File: src/rtl/a429_rx_pkg.sv
// Package: shared constants and types of the ARINC 429 receive validator.
package a429_rx_pkg;
    localparam int WORD_W  = 32;
    localparam int LABEL_W = 8;

    // Receive sequencer: waiting for a word gap, or taking bits of a word
    typedef enum logic [0:0] {
        RX_GAP  = 1'b0,
        RX_LIVE = 1'b1
    } rx_state_t;
endpackage

File: src/rtl/a429_sampler.sv
// Level sampler: produces the sample tick (every clock, or every LS_DIV
// clocks in low speed) and keeps three SR_LEN-deep sample histories for
// ONE, ZERO and NULL. A bit is flagged when the older half of ONE or ZERO
// holds a run of RUN_LEN ones and the newer half of NULL holds the same.
// Assumes the three level inputs are one-hot or all zero.
module a429_sampler #(
    parameter int SR_LEN  = 10,
    parameter int RUN_LEN = 3,
    parameter int LS_DIV  = 8
) (
    input  logic clk,
    input  logic rst_n,
    input  logic low_speed,
    input  logic in_one,
    input  logic in_zero,
    input  logic in_null,
    input  logic flush,
    output logic tick,
    output logic hit,
    output logic hit_val
);
    localparam int HALF  = SR_LEN / 2;
    localparam int PRE_W = (LS_DIV > 1) ? $clog2(LS_DIV) : 1;

    logic [PRE_W-1:0]  pre_cnt;
    logic [SR_LEN-1:0] one_sr, zero_sr, null_sr;
    logic              one_run, zero_run, null_run;

    function automatic logic has_run(input logic [HALF-1:0] f);
        logic r;
        r = 1'b0;
        for (int i = 0; i <= HALF - RUN_LEN; i++) begin
            if (&f[i +: RUN_LEN]) r = 1'b1;
        end
        return r;
    endfunction

    // Prescaler: free-running divider that spaces low-speed samples
    always_ff @(posedge clk) begin
        if (!rst_n)                               pre_cnt <= '0;
        else if (pre_cnt == PRE_W'(LS_DIV - 1))   pre_cnt <= '0;
        else                                      pre_cnt <= pre_cnt + 1'b1;
    end

    assign tick = !low_speed || (pre_cnt == '0);

    // Run detection over the two halves of the histories
    always_comb begin
        one_run  = has_run(one_sr[SR_LEN-1 -: HALF]);
        zero_run = has_run(zero_sr[SR_LEN-1 -: HALF]);
        null_run = has_run(null_sr[HALF-1:0]);
        hit      = tick && !flush && (one_run || zero_run) && null_run;
        hit_val  = one_run;
    end

    // Histories: shift on tick, restart level histories after a bit
    always_ff @(posedge clk) begin
        if (!rst_n || flush) begin
            one_sr  <= '0;
            zero_sr <= '0;
            null_sr <= '0;
        end else if (tick) begin
            null_sr <= {null_sr[SR_LEN-2:0], in_null};
            if (hit) begin
                one_sr  <= {{(SR_LEN-1){1'b0}}, in_one};
                zero_sr <= {{(SR_LEN-1){1'b0}}, in_zero};
            end else begin
                one_sr  <= {one_sr[SR_LEN-2:0], in_one};
                zero_sr <= {zero_sr[SR_LEN-2:0], in_zero};
            end
        end
    end
endmodule

File: src/rtl/a429_word_seq.sv
// Word sequencer: counts recognised bits into a 32-bit word, enforces the
// MIN_SP..MAX_SP bit spacing, and runs the word-gap timer that samples
// NULL every GAP_PERIOD ticks and arms after GAP_NULLS hits in a row.
// Any violation drops the partial word and returns to the gap wait.
module a429_word_seq
    import a429_rx_pkg::*;
#(
    parameter int MIN_SP     = 8,
    parameter int MAX_SP     = 12,
    parameter int GAP_PERIOD = 10,
    parameter int GAP_NULLS  = 3
) (
    input  logic              clk,
    input  logic              rst_n,
    input  logic              tick,
    input  logic              hit,
    input  logic              hit_val,
    input  logic              in_null,
    output logic              flush,
    output logic              eos,
    output logic [WORD_W-1:0] eos_word
);
    localparam int BIT_W = $clog2(WORD_W);
    localparam int SP_W  = $clog2(MAX_SP + 1);
    localparam int GT_W  = (GAP_PERIOD > 1) ? $clog2(GAP_PERIOD) : 1;
    localparam int GC_W  = $clog2(GAP_NULLS + 1);

    rx_state_t          state;
    logic [BIT_W-1:0]   bit_cnt;
    logic [SP_W-1:0]    sp_cnt;
    logic [GT_W-1:0]    gap_tmr;
    logic [GC_W-1:0]    gap_cnt;
    logic [WORD_W-1:0]  shreg;
    logic               sp_bad;

    assign flush  = (state == RX_GAP);
    assign sp_bad = (bit_cnt != '0) &&
                    ((sp_cnt < SP_W'(MIN_SP)) || (sp_cnt > SP_W'(MAX_SP)));

    // Sequencer: gap arming, bit accounting and end-of-sequence capture
    always_ff @(posedge clk) begin
        if (!rst_n) begin
            state    <= RX_GAP;
            bit_cnt  <= '0;
            sp_cnt   <= '0;
            gap_tmr  <= '0;
            gap_cnt  <= '0;
            shreg    <= '0;
            eos      <= 1'b0;
            eos_word <= '0;
        end else begin
            eos <= 1'b0;
            if (tick) begin
                case (state)
                    RX_GAP: begin
                        if (gap_tmr == GT_W'(GAP_PERIOD - 1)) begin
                            gap_tmr <= '0;
                            if (!in_null) begin
                                gap_cnt <= '0;
                            end else if (gap_cnt == GC_W'(GAP_NULLS - 1)) begin
                                gap_cnt <= '0;
                                bit_cnt <= '0;
                                sp_cnt  <= '0;
                                state   <= RX_LIVE;
                            end else begin
                                gap_cnt <= gap_cnt + 1'b1;
                            end
                        end else begin
                            gap_tmr <= gap_tmr + 1'b1;
                        end
                    end
                    RX_LIVE: begin
                        if (hit && sp_bad) begin
                            state   <= RX_GAP;
                            gap_tmr <= '0;
                            gap_cnt <= '0;
                            bit_cnt <= '0;
                        end else if (hit) begin
                            shreg[bit_cnt] <= hit_val;
                            sp_cnt         <= SP_W'(1);
                            if (bit_cnt == BIT_W'(WORD_W - 1)) begin
                                eos      <= 1'b1;
                                eos_word <= {hit_val, shreg[WORD_W-2:0]};
                                state    <= RX_GAP;
                                gap_tmr  <= '0;
                                gap_cnt  <= '0;
                                bit_cnt  <= '0;
                            end else begin
                                bit_cnt <= bit_cnt + 1'b1;
                            end
                        end else if (bit_cnt != '0) begin
                            if (sp_cnt >= SP_W'(MAX_SP)) begin
                                state   <= RX_GAP;
                                gap_tmr <= '0;
                                gap_cnt <= '0;
                                bit_cnt <= '0;
                            end else begin
                                sp_cnt <= sp_cnt + 1'b1;
                            end
                        end
                    end
                    default: state <= RX_GAP;
                endcase
            end
        end
    end
endmodule

File: src/rtl/a429_label_table.sv
// Label enable table: 2**LABEL_W one-bit entries with a synchronous write
// port (single entry, set-all, clear-all; clear-all wins, then set-all)
// and an asynchronous read of one entry.
module a429_label_table #(
    parameter int LABEL_W = 8
) (
    input  logic                    clk,
    input  logic                    rst_n,
    input  logic                    wr_en,
    input  logic [LABEL_W-1:0]      wr_addr,
    input  logic                    wr_bit,
    input  logic                    set_all,
    input  logic                    clr_all,
    input  logic [LABEL_W-1:0]      rd_addr,
    output logic                    rd_bit,
    output logic [(1<<LABEL_W)-1:0] tbl_vec
);
    // Table storage: prioritised bulk and single writes
    always_ff @(posedge clk) begin
        if (!rst_n || clr_all) tbl_vec <= '0;
        else if (set_all)      tbl_vec <= '1;
        else if (wr_en)        tbl_vec[wr_addr] <= wr_bit;
    end

    assign rd_bit = tbl_vec[rd_addr];
endmodule

File: src/rtl/a429_word_filter.sv
// Word gate: accepts a completed word when the label and decode gates
// pass, substitutes the parity error flag in the top bit when enabled, and
// registers the one-cycle load strobe plus the held output word.
module a429_word_filter
    import a429_rx_pkg::*;
#(
    parameter int DEC_LSB = 8
) (
    input  logic              clk,
    input  logic              rst_n,
    input  logic              eos,
    input  logic [WORD_W-1:0] eos_word,
    input  logic              lbl_hit,
    input  logic              lbl_chk_en,
    input  logic              dec_chk_en,
    input  logic [1:0]        dec_match,
    input  logic              par_chk_en,
    output logic              word_valid,
    output logic [WORD_W-1:0] word_data
);
    logic              pass;
    logic [WORD_W-1:0] out_word;

    // Gate decision and parity substitution
    always_comb begin
        pass = (!lbl_chk_en || lbl_hit) &&
               (!dec_chk_en || (eos_word[DEC_LSB +: 2] == dec_match));
        out_word = eos_word;
        if (par_chk_en) out_word[WORD_W-1] = ~(^eos_word);
    end

    // Output register: strobe for one clock, hold data between words
    always_ff @(posedge clk) begin
        if (!rst_n) begin
            word_valid <= 1'b0;
            word_data  <= '0;
        end else begin
            word_valid <= eos && pass;
            if (eos && pass) word_data <= out_word;
        end
    end
endmodule

File: src/rtl/a429_rx_validator.sv
// Top: ARINC 429 receive word validator. Joins the sampler, the word
// sequencer, the label table and the word gate. Assumes control inputs are
// changed only while the bus is idle.
module a429_rx_validator
    import a429_rx_pkg::*;
#(
    parameter int SR_LEN     = 10,
    parameter int RUN_LEN    = 3,
    parameter int LS_DIV     = 8,
    parameter int MIN_SP     = 8,
    parameter int MAX_SP     = 12,
    parameter int GAP_PERIOD = 10,
    parameter int GAP_NULLS  = 3
) (
    input  logic               clk,
    input  logic               rst_n,
    input  logic               low_speed,
    input  logic               lvl_one,
    input  logic               lvl_zero,
    input  logic               lvl_null,
    input  logic               lbl_chk_en,
    input  logic               dec_chk_en,
    input  logic [1:0]         dec_match,
    input  logic               par_chk_en,
    input  logic               tbl_wr_en,
    input  logic [LABEL_W-1:0] tbl_wr_addr,
    input  logic               tbl_wr_bit,
    input  logic               tbl_set_all,
    input  logic               tbl_clr_all,
    output logic               word_valid,
    output logic [WORD_W-1:0]  word_data
);
    logic                    tick, hit, hit_val, flush, eos, lbl_hit;
    logic [WORD_W-1:0]       eos_word;
    logic [(1<<LABEL_W)-1:0] tbl_vec;

    a429_sampler #(.SR_LEN(SR_LEN), .RUN_LEN(RUN_LEN), .LS_DIV(LS_DIV)) u_samp (
        .clk(clk), .rst_n(rst_n), .low_speed(low_speed),
        .in_one(lvl_one), .in_zero(lvl_zero), .in_null(lvl_null),
        .flush(flush), .tick(tick), .hit(hit), .hit_val(hit_val)
    );

    a429_word_seq #(.MIN_SP(MIN_SP), .MAX_SP(MAX_SP),
                    .GAP_PERIOD(GAP_PERIOD), .GAP_NULLS(GAP_NULLS)) u_seq (
        .clk(clk), .rst_n(rst_n), .tick(tick), .hit(hit), .hit_val(hit_val),
        .in_null(lvl_null), .flush(flush), .eos(eos), .eos_word(eos_word)
    );

    a429_label_table #(.LABEL_W(LABEL_W)) u_tbl (
        .clk(clk), .rst_n(rst_n), .wr_en(tbl_wr_en), .wr_addr(tbl_wr_addr),
        .wr_bit(tbl_wr_bit), .set_all(tbl_set_all), .clr_all(tbl_clr_all),
        .rd_addr(eos_word[LABEL_W-1:0]), .rd_bit(lbl_hit), .tbl_vec(tbl_vec)
    );

    a429_word_filter u_filt (
        .clk(clk), .rst_n(rst_n), .eos(eos), .eos_word(eos_word),
        .lbl_hit(lbl_hit), .lbl_chk_en(lbl_chk_en), .dec_chk_en(dec_chk_en),
        .dec_match(dec_match), .par_chk_en(par_chk_en),
        .word_valid(word_valid), .word_data(word_data)
    );
endmodule

File: config.mk
export PLATFORM = sky130hd
export DESIGN_NAME = a429_rx_validator
export DESIGN_NICKNAME = d
export VERILOG_FILES = /design/src/rtl/a429_rx_pkg.sv /design/src/rtl/a429_sampler.sv /design/src/rtl/a429_word_seq.sv /design/src/rtl/a429_label_table.sv /design/src/rtl/a429_word_filter.sv /design/src/rtl/a429_rx_validator.sv
export SDC_FILE = /design/constraint.sdc
export NUM_CORES = 1
export LEC_CHECK = 0
export ABC_CLOCK_PERIOD_IN_PS = 7700
export BUFFER_PORTS_ARGS = -buffer_cell sky130_fd_sc_hd__buf_2
export CORE_MARGIN = 4
export CORE_UTILIZATION = 60
export CTS_CLUSTER_SIZE = 30
export DETAILED_ROUTE_END_ITERATION = 6
export PLACE_DENSITY = 0.77
export SLEW_MARGIN = 10
export SYNTH_ARGS = -nofsm -noshare
export SYNTH_HDL_FRONTEND = slang
export SYNTH_SLANG_ARGS = --single-unit
File: constraint.sdc
create_clock -name clk -period 7.7 [get_ports clk]
set_input_delay 0.77 -clock clk [delete_from_list [all_inputs] [get_ports clk]]
set_output_delay 0.77 -clock clk [all_outputs]
set_load 0.02 [all_outputs]
==> impl_metrics.prom <==
# TYPE chip_impl_metric gauge
chip_impl_metric{name="achievable-frequency",unit="GHz"} 0.242
chip_impl_metric{name="place_inst",unit=""} 2425
chip_impl_metric{name="clock_tree.htree_level_count",unit=""} 2
chip_impl_metric{name="layout.filler_cells",unit=""} 2475
chip_impl_metric{name="clock_sink_count",unit=""} 397
chip_impl_metric{name="postCtsSetupBuffers",unit=""} 0
chip_impl_metric{name="count_of_placed_standard_cells_in_the_final_layout_fillers_left_out",unit=""} 2498
chip_impl_metric{name="worst_pin_slew",unit="ns"} 1.27
chip_impl_info{name="cts_root_buf",value="clkbuf_16"} 1
chip_impl_metric{name="syn-num-nets",unit=""} 2176
chip_impl_metric{name="die-area",unit="um2"} 34700
chip_impl_metric{name="dp.final_hpwl",unit="mm"} 26.9
chip_impl_metric{name="drive_gt1_share",unit="%"} 11.4
chip_impl_metric{name="synth.lib_cells_used.distinct",unit=""} 51
chip_impl_metric{name="cells_on_worst_hold_path",unit=""} 2
chip_impl_info{name="synth_most_common_cell",value="nand2_1"} 1
chip_impl_metric{name="top_fanout_value_on_the_critical_path",unit=""} 43
chip_impl_metric{name="fin_nets",unit=""} 2101
chip_impl_metric{name="wirelength",unit="mm"} 46.8
chip_impl_metric{name="via_per_inst",unit=""} 6.14
chip_impl_info{name="holdCritStartpoint",value="u_samp.one_sr[4]"} 1
chip_impl_metric{name="yosys_warnings",unit=""} 0
chip_impl_metric{name="flow.area_growth_from_synthesis",unit="%"} 8.31
chip_impl_info{name="worst_hold_path.endpoint",value="u_samp.one_sr[4]"} 1
chip_impl_metric{name="cts-buffers-inserted",unit=""} 41
chip_impl_metric{name="port_buffers",unit=""} 55
chip_impl_metric{name="critPathBufInv",unit=""} 1
chip_impl_metric{name="clkTransAtPathRegs",unit="ns"} 0.07
chip_impl_metric{name="post-route-min-period",unit="ns"} 4.13
chip_impl_metric{name="power.ir.vdd_worst",unit="mV"} 0.176
chip_impl_metric{name="syn-mean-instance-area",unit="um2"} 8.91
chip_impl_metric{name="maximum_number_of_pins_on_one_net_before_global_route_repair",unit=""} 157
chip_impl_metric{name="drc_errors",unit=""} 0
chip_impl_metric{name="floorplan.core_area",unit="um2"} 31500
chip_impl_metric{name="pwr_density_cell",unit="nW/um2"} 214
chip_impl_metric{name="diodes",unit=""} 0
chip_impl_metric{name="max_slew_violation_count",unit=""} 0
chip_impl_info{name="synth_common_cells",value="nand2_1, dfxtp_1, mux2i_1"} 1
chip_impl_metric{name="report.final.setup_viol",unit=""} 0
chip_impl_metric{name="initial_core_util",unit="%"} 60.6
chip_impl_metric{name="rows",unit=""} 65
chip_impl_metric{name="min_period_over_period",unit="%"} 53.6
chip_impl_metric{name="gr-total-overflow",unit=""} 0
chip_impl_metric{name="lkg_pwr",unit="nW"} 8.29
chip_impl_metric{name="worst_path_largest_cell_delay",unit="ns"} 0.93
chip_impl_info{name="timing.critical_path.mode_cell",value="o311ai_0"} 1
chip_impl_metric{name="ant_nets",unit=""} 0
chip_impl_metric{name="cts.path.max_buffers",unit=""} 3
chip_impl_metric{name="reg2reg_setup_slack",unit="ns"} 3.57
chip_impl_info{name="criticalPathCategory",value="reg2reg"} 1
chip_impl_info{name="crit_family",value="compound AO/OA/AOI/OAI gates"} 1
chip_impl_metric{name="number_of_global_route_vias_before_repair",unit=""} 14600
chip_impl_metric{name="r2r_cells",unit=""} 9
chip_impl_metric{name="yosys_reg_bits",unit=""} 397
chip_impl_info{name="crit_path_cell_trace",value="buf_4 > mux4_2 > nor3b_1 > o21ai_0 > o311ai_0 > o311ai_0 > a311oi_2 > nor2_4 > mux2i_1"} 1
chip_impl_info{name="hold_path_class",value="reg2reg"} 1
chip_impl_metric{name="wire_length_of_the_first_global_routing_pass",unit="mm"} 76.1
chip_impl_info{name="crit_path_start_kind",value="register"} 1
chip_impl_metric{name="hold_viol",unit=""} 0
chip_impl_metric{name="synthCells",unit=""} 2141
chip_impl_info{name="cts_tree",value="yes"} 1
chip_impl_metric{name="synth_top_area_share",unit="%"} 41.6
chip_impl_metric{name="place.gp.congestion",unit=""} 0.809
chip_impl_metric{name="io-pin-count",unit=""} 56
chip_impl_info{name="setup_repair_after_global_routing_missed_its_margin",value="false"} 1
chip_impl_metric{name="cell_area_synth",unit="um2"} 19100
chip_impl_metric{name="cap_viol_max_count",unit=""} 0
chip_impl_metric{name="number_of_detailed_route_iterations_in_the_first_pass",unit=""} 6
chip_impl_info{name="critPathSlowestCell",value="nor2_4"} 1
chip_impl_metric{name="routedWlPerCell",unit="um"} 18.8
chip_impl_metric{name="dr.first_iter.drc_count",unit=""} 1580
chip_impl_info{name="synth_top_flop_cell",value="dfxtp_1"} 1
chip_impl_metric{name="timing.max_slew.rel_slack",unit="%"} 15.3
chip_impl_metric{name="cp_data_arrival_time",unit="ns"} 4.58
chip_impl_metric{name="post_cts.resized_instances",unit=""} 0
chip_impl_info{name="endpoint_kind",value="register"} 1
chip_impl_info{name="timing.rr.end",value="u_filt.word_data[22]"} 1
chip_impl_metric{name="ys_async_sr_fraction",unit="%"} 0
chip_impl_metric{name="width_of_the_die",unit="um"} 186
chip_impl_metric{name="global_route.usage.total",unit="%"} 25.9
chip_impl_metric{name="finalSetupTns",unit="ns"} 0
chip_impl_metric{name="finalClockSkew",unit="ns"} 0.0184
chip_impl_info{name="timing_startpoint_of_the_critical_path",value="u_seq.eos_word[1]"} 1
chip_impl_metric{name="clock_latency_on_the_worst_skew_pair",unit="ns"} 0.54
chip_impl_info{name="ys_top_cells_by_area",value="dfxtp_1, mux2i_1, nand2_1, mux4_2, a21oi_1"} 1
chip_impl_info{name="yosys.area.top_type",value="dfxtp_1"} 1
chip_impl_metric{name="initial_antenna_violation_count",unit=""} 0
chip_impl_metric{name="cts_hold_repair.buffers",unit=""} 0
chip_impl_metric{name="fp.dieH",unit="um"} 186
chip_impl_metric{name="synth-seq-area-share",unit="%"} 41.6
chip_impl_info{name="worstReg2RegStart",value="u_seq.eos_word[1]"} 1
chip_impl_info{name="status",value="completed"} 1
chip_impl_metric{name="critical_path_required",unit="ns"} 8.15
chip_impl_metric{name="synth-edff-count",unit=""} 0
chip_impl_metric{name="routed-via-count",unit=""} 15300
where the power goes:
| part | switching (mW) | internal [mW] |
|---|---|---|
| combinational | 0.178 | 0.0985 |
| sequential | 0.0416 | 2.12 |
| clock | 0.798 | 1.18 |
worst min-delay path: cells and delay by family, from the launching register on:
family / cells / cell delay (ns)
compound gates: 1 / 0.05
flops: 1 / 0.31
simple gates: 1 / 0.05
state kept, by name (all words and copies together) (netlist names):
register	count
u_filt.word_data	32
u_filt.word_valid	1
u_samp.null_sr	5
u_samp.one_sr	10
u_samp.pre_cnt	3
u_samp.zero_sr	10
u_seq.bit_cnt	5
u_seq.eos	1
u_seq.eos_word	32
u_seq.gap_cnt	2
u_seq.gap_tmr	4
u_seq.shreg	31
u_seq.sp_cnt	4
u_seq.state	1
u_tbl.tbl_vec	256
cell families after synthesis:
group	Yosys count	share of synthesized area [%]
and+or+nand+nor	681	14.9
adders and majority gates	12	0.787
buffers and inverters	208	4.42
muxes	371	23.8
AOI/OAI and AO/OA	439	12.9
xor gates and xnor gates	33	1.51
DFF	397	41.6
how the worst max path moves through the flow:
stage                           endpoint  slack, ns  depth (start not counted)
global placement     u_filt.word_data[0]       3.67                          9
finish              u_filt.word_data[22]       3.57                          9
global route        u_filt.word_data[27]       3.31                          9
floorplan              u_filt.word_valid       4.91                         10
CTS                 u_filt.word_data[22]       3.57                          9
detailed placement  u_filt.word_data[27]       3.63                          9
cells in the final DEF (no fill, tap or decap), types with 3 or more instances in the layout:
| cell type | count |
|---|---|
| nor3b_1 | 6 |
| ha_1 | 12 |
| mux4_2 | 66 |
| nand2_1 | 453 |
| nor2b_1 | 17 |
| a31oi_1 | 4 |
| inv_1 | 11 |
| and2_1 | 6 |
| xnor2_1 | 27 |
| o211ai_1 | 3 |
| and3_1 | 3 |
| clkbuf_16 | 43 |
| a22oi_1 | 8 |
| xor2_1 | 6 |
| nand4_1 | 3 |
| clkbuf_8 | 13 |
| nor2_2 | 16 |
| nand2b_1 | 14 |
| or4_1 | 5 |
| nor2_1 | 89 |
| o21ai_0 | 44 |
| a21oi_1 | 292 |
| dfxtp_1 | 394 |
| mux2_2 | 4 |
| a311oi_1 | 3 |
| nand3b_1 | 6 |
| buf_2 | 53 |
| buf_4 | 22 |
| clkbuf_1 | 12 |
| or3_1 | 3 |
| or3b_2 | 3 |
| a21boi_0 | 71 |
| mux2i_1 | 301 |
| nor3_1 | 12 |
| nand3_1 | 36 |
per-stage QoR:
step | util, % | hold WS, ns | total power [mW] | setup WS, ns | cell area (um2)
floorplan | - | 0.426 | 2.41 | 4.91 | 19100
global placement | 61.4 | 0.437 | 2.47 | 3.67 | 19300
detailed placement | 61.4 | 0.443 | 2.48 | 3.63 | 19300
finish | 65.7 | 0.451 | 4.42 | 3.57 | 20700
global route | 65.7 | 0.473 | 4.57 | 3.31 | 20700
CTS | 65.7 | 0.458 | 4.44 | 3.57 | 20700
layout make-up:
| cell class | instances | area, um2 | area share, % |
|---|---|---|---|
| clock buffers | 68 | 1300 | 6.29 |
| well taps | 402 | 503 | 2.43 |
| clock inverters | 5 | 56.3 | 0.272 |
| flip-flops and latches | 397 | 7960 | 38.5 |
| inverters | 14 | 57.6 | 0.278 |
| repair buffers | 76 | 442 | 2.14 |
| multi-input cells | 1536 | 10400 | 50.1 |
routing by layer:
metal	GRT usage (%)	vias up	share of wire (%)
met4	7.85	0	2.2
met1	36.1	7454	43
met2	42.0	560	47
met3	4.15	86	7.0
li1	-	7241	-
met5	0	-	0
(Power assumes the default switching activity.)
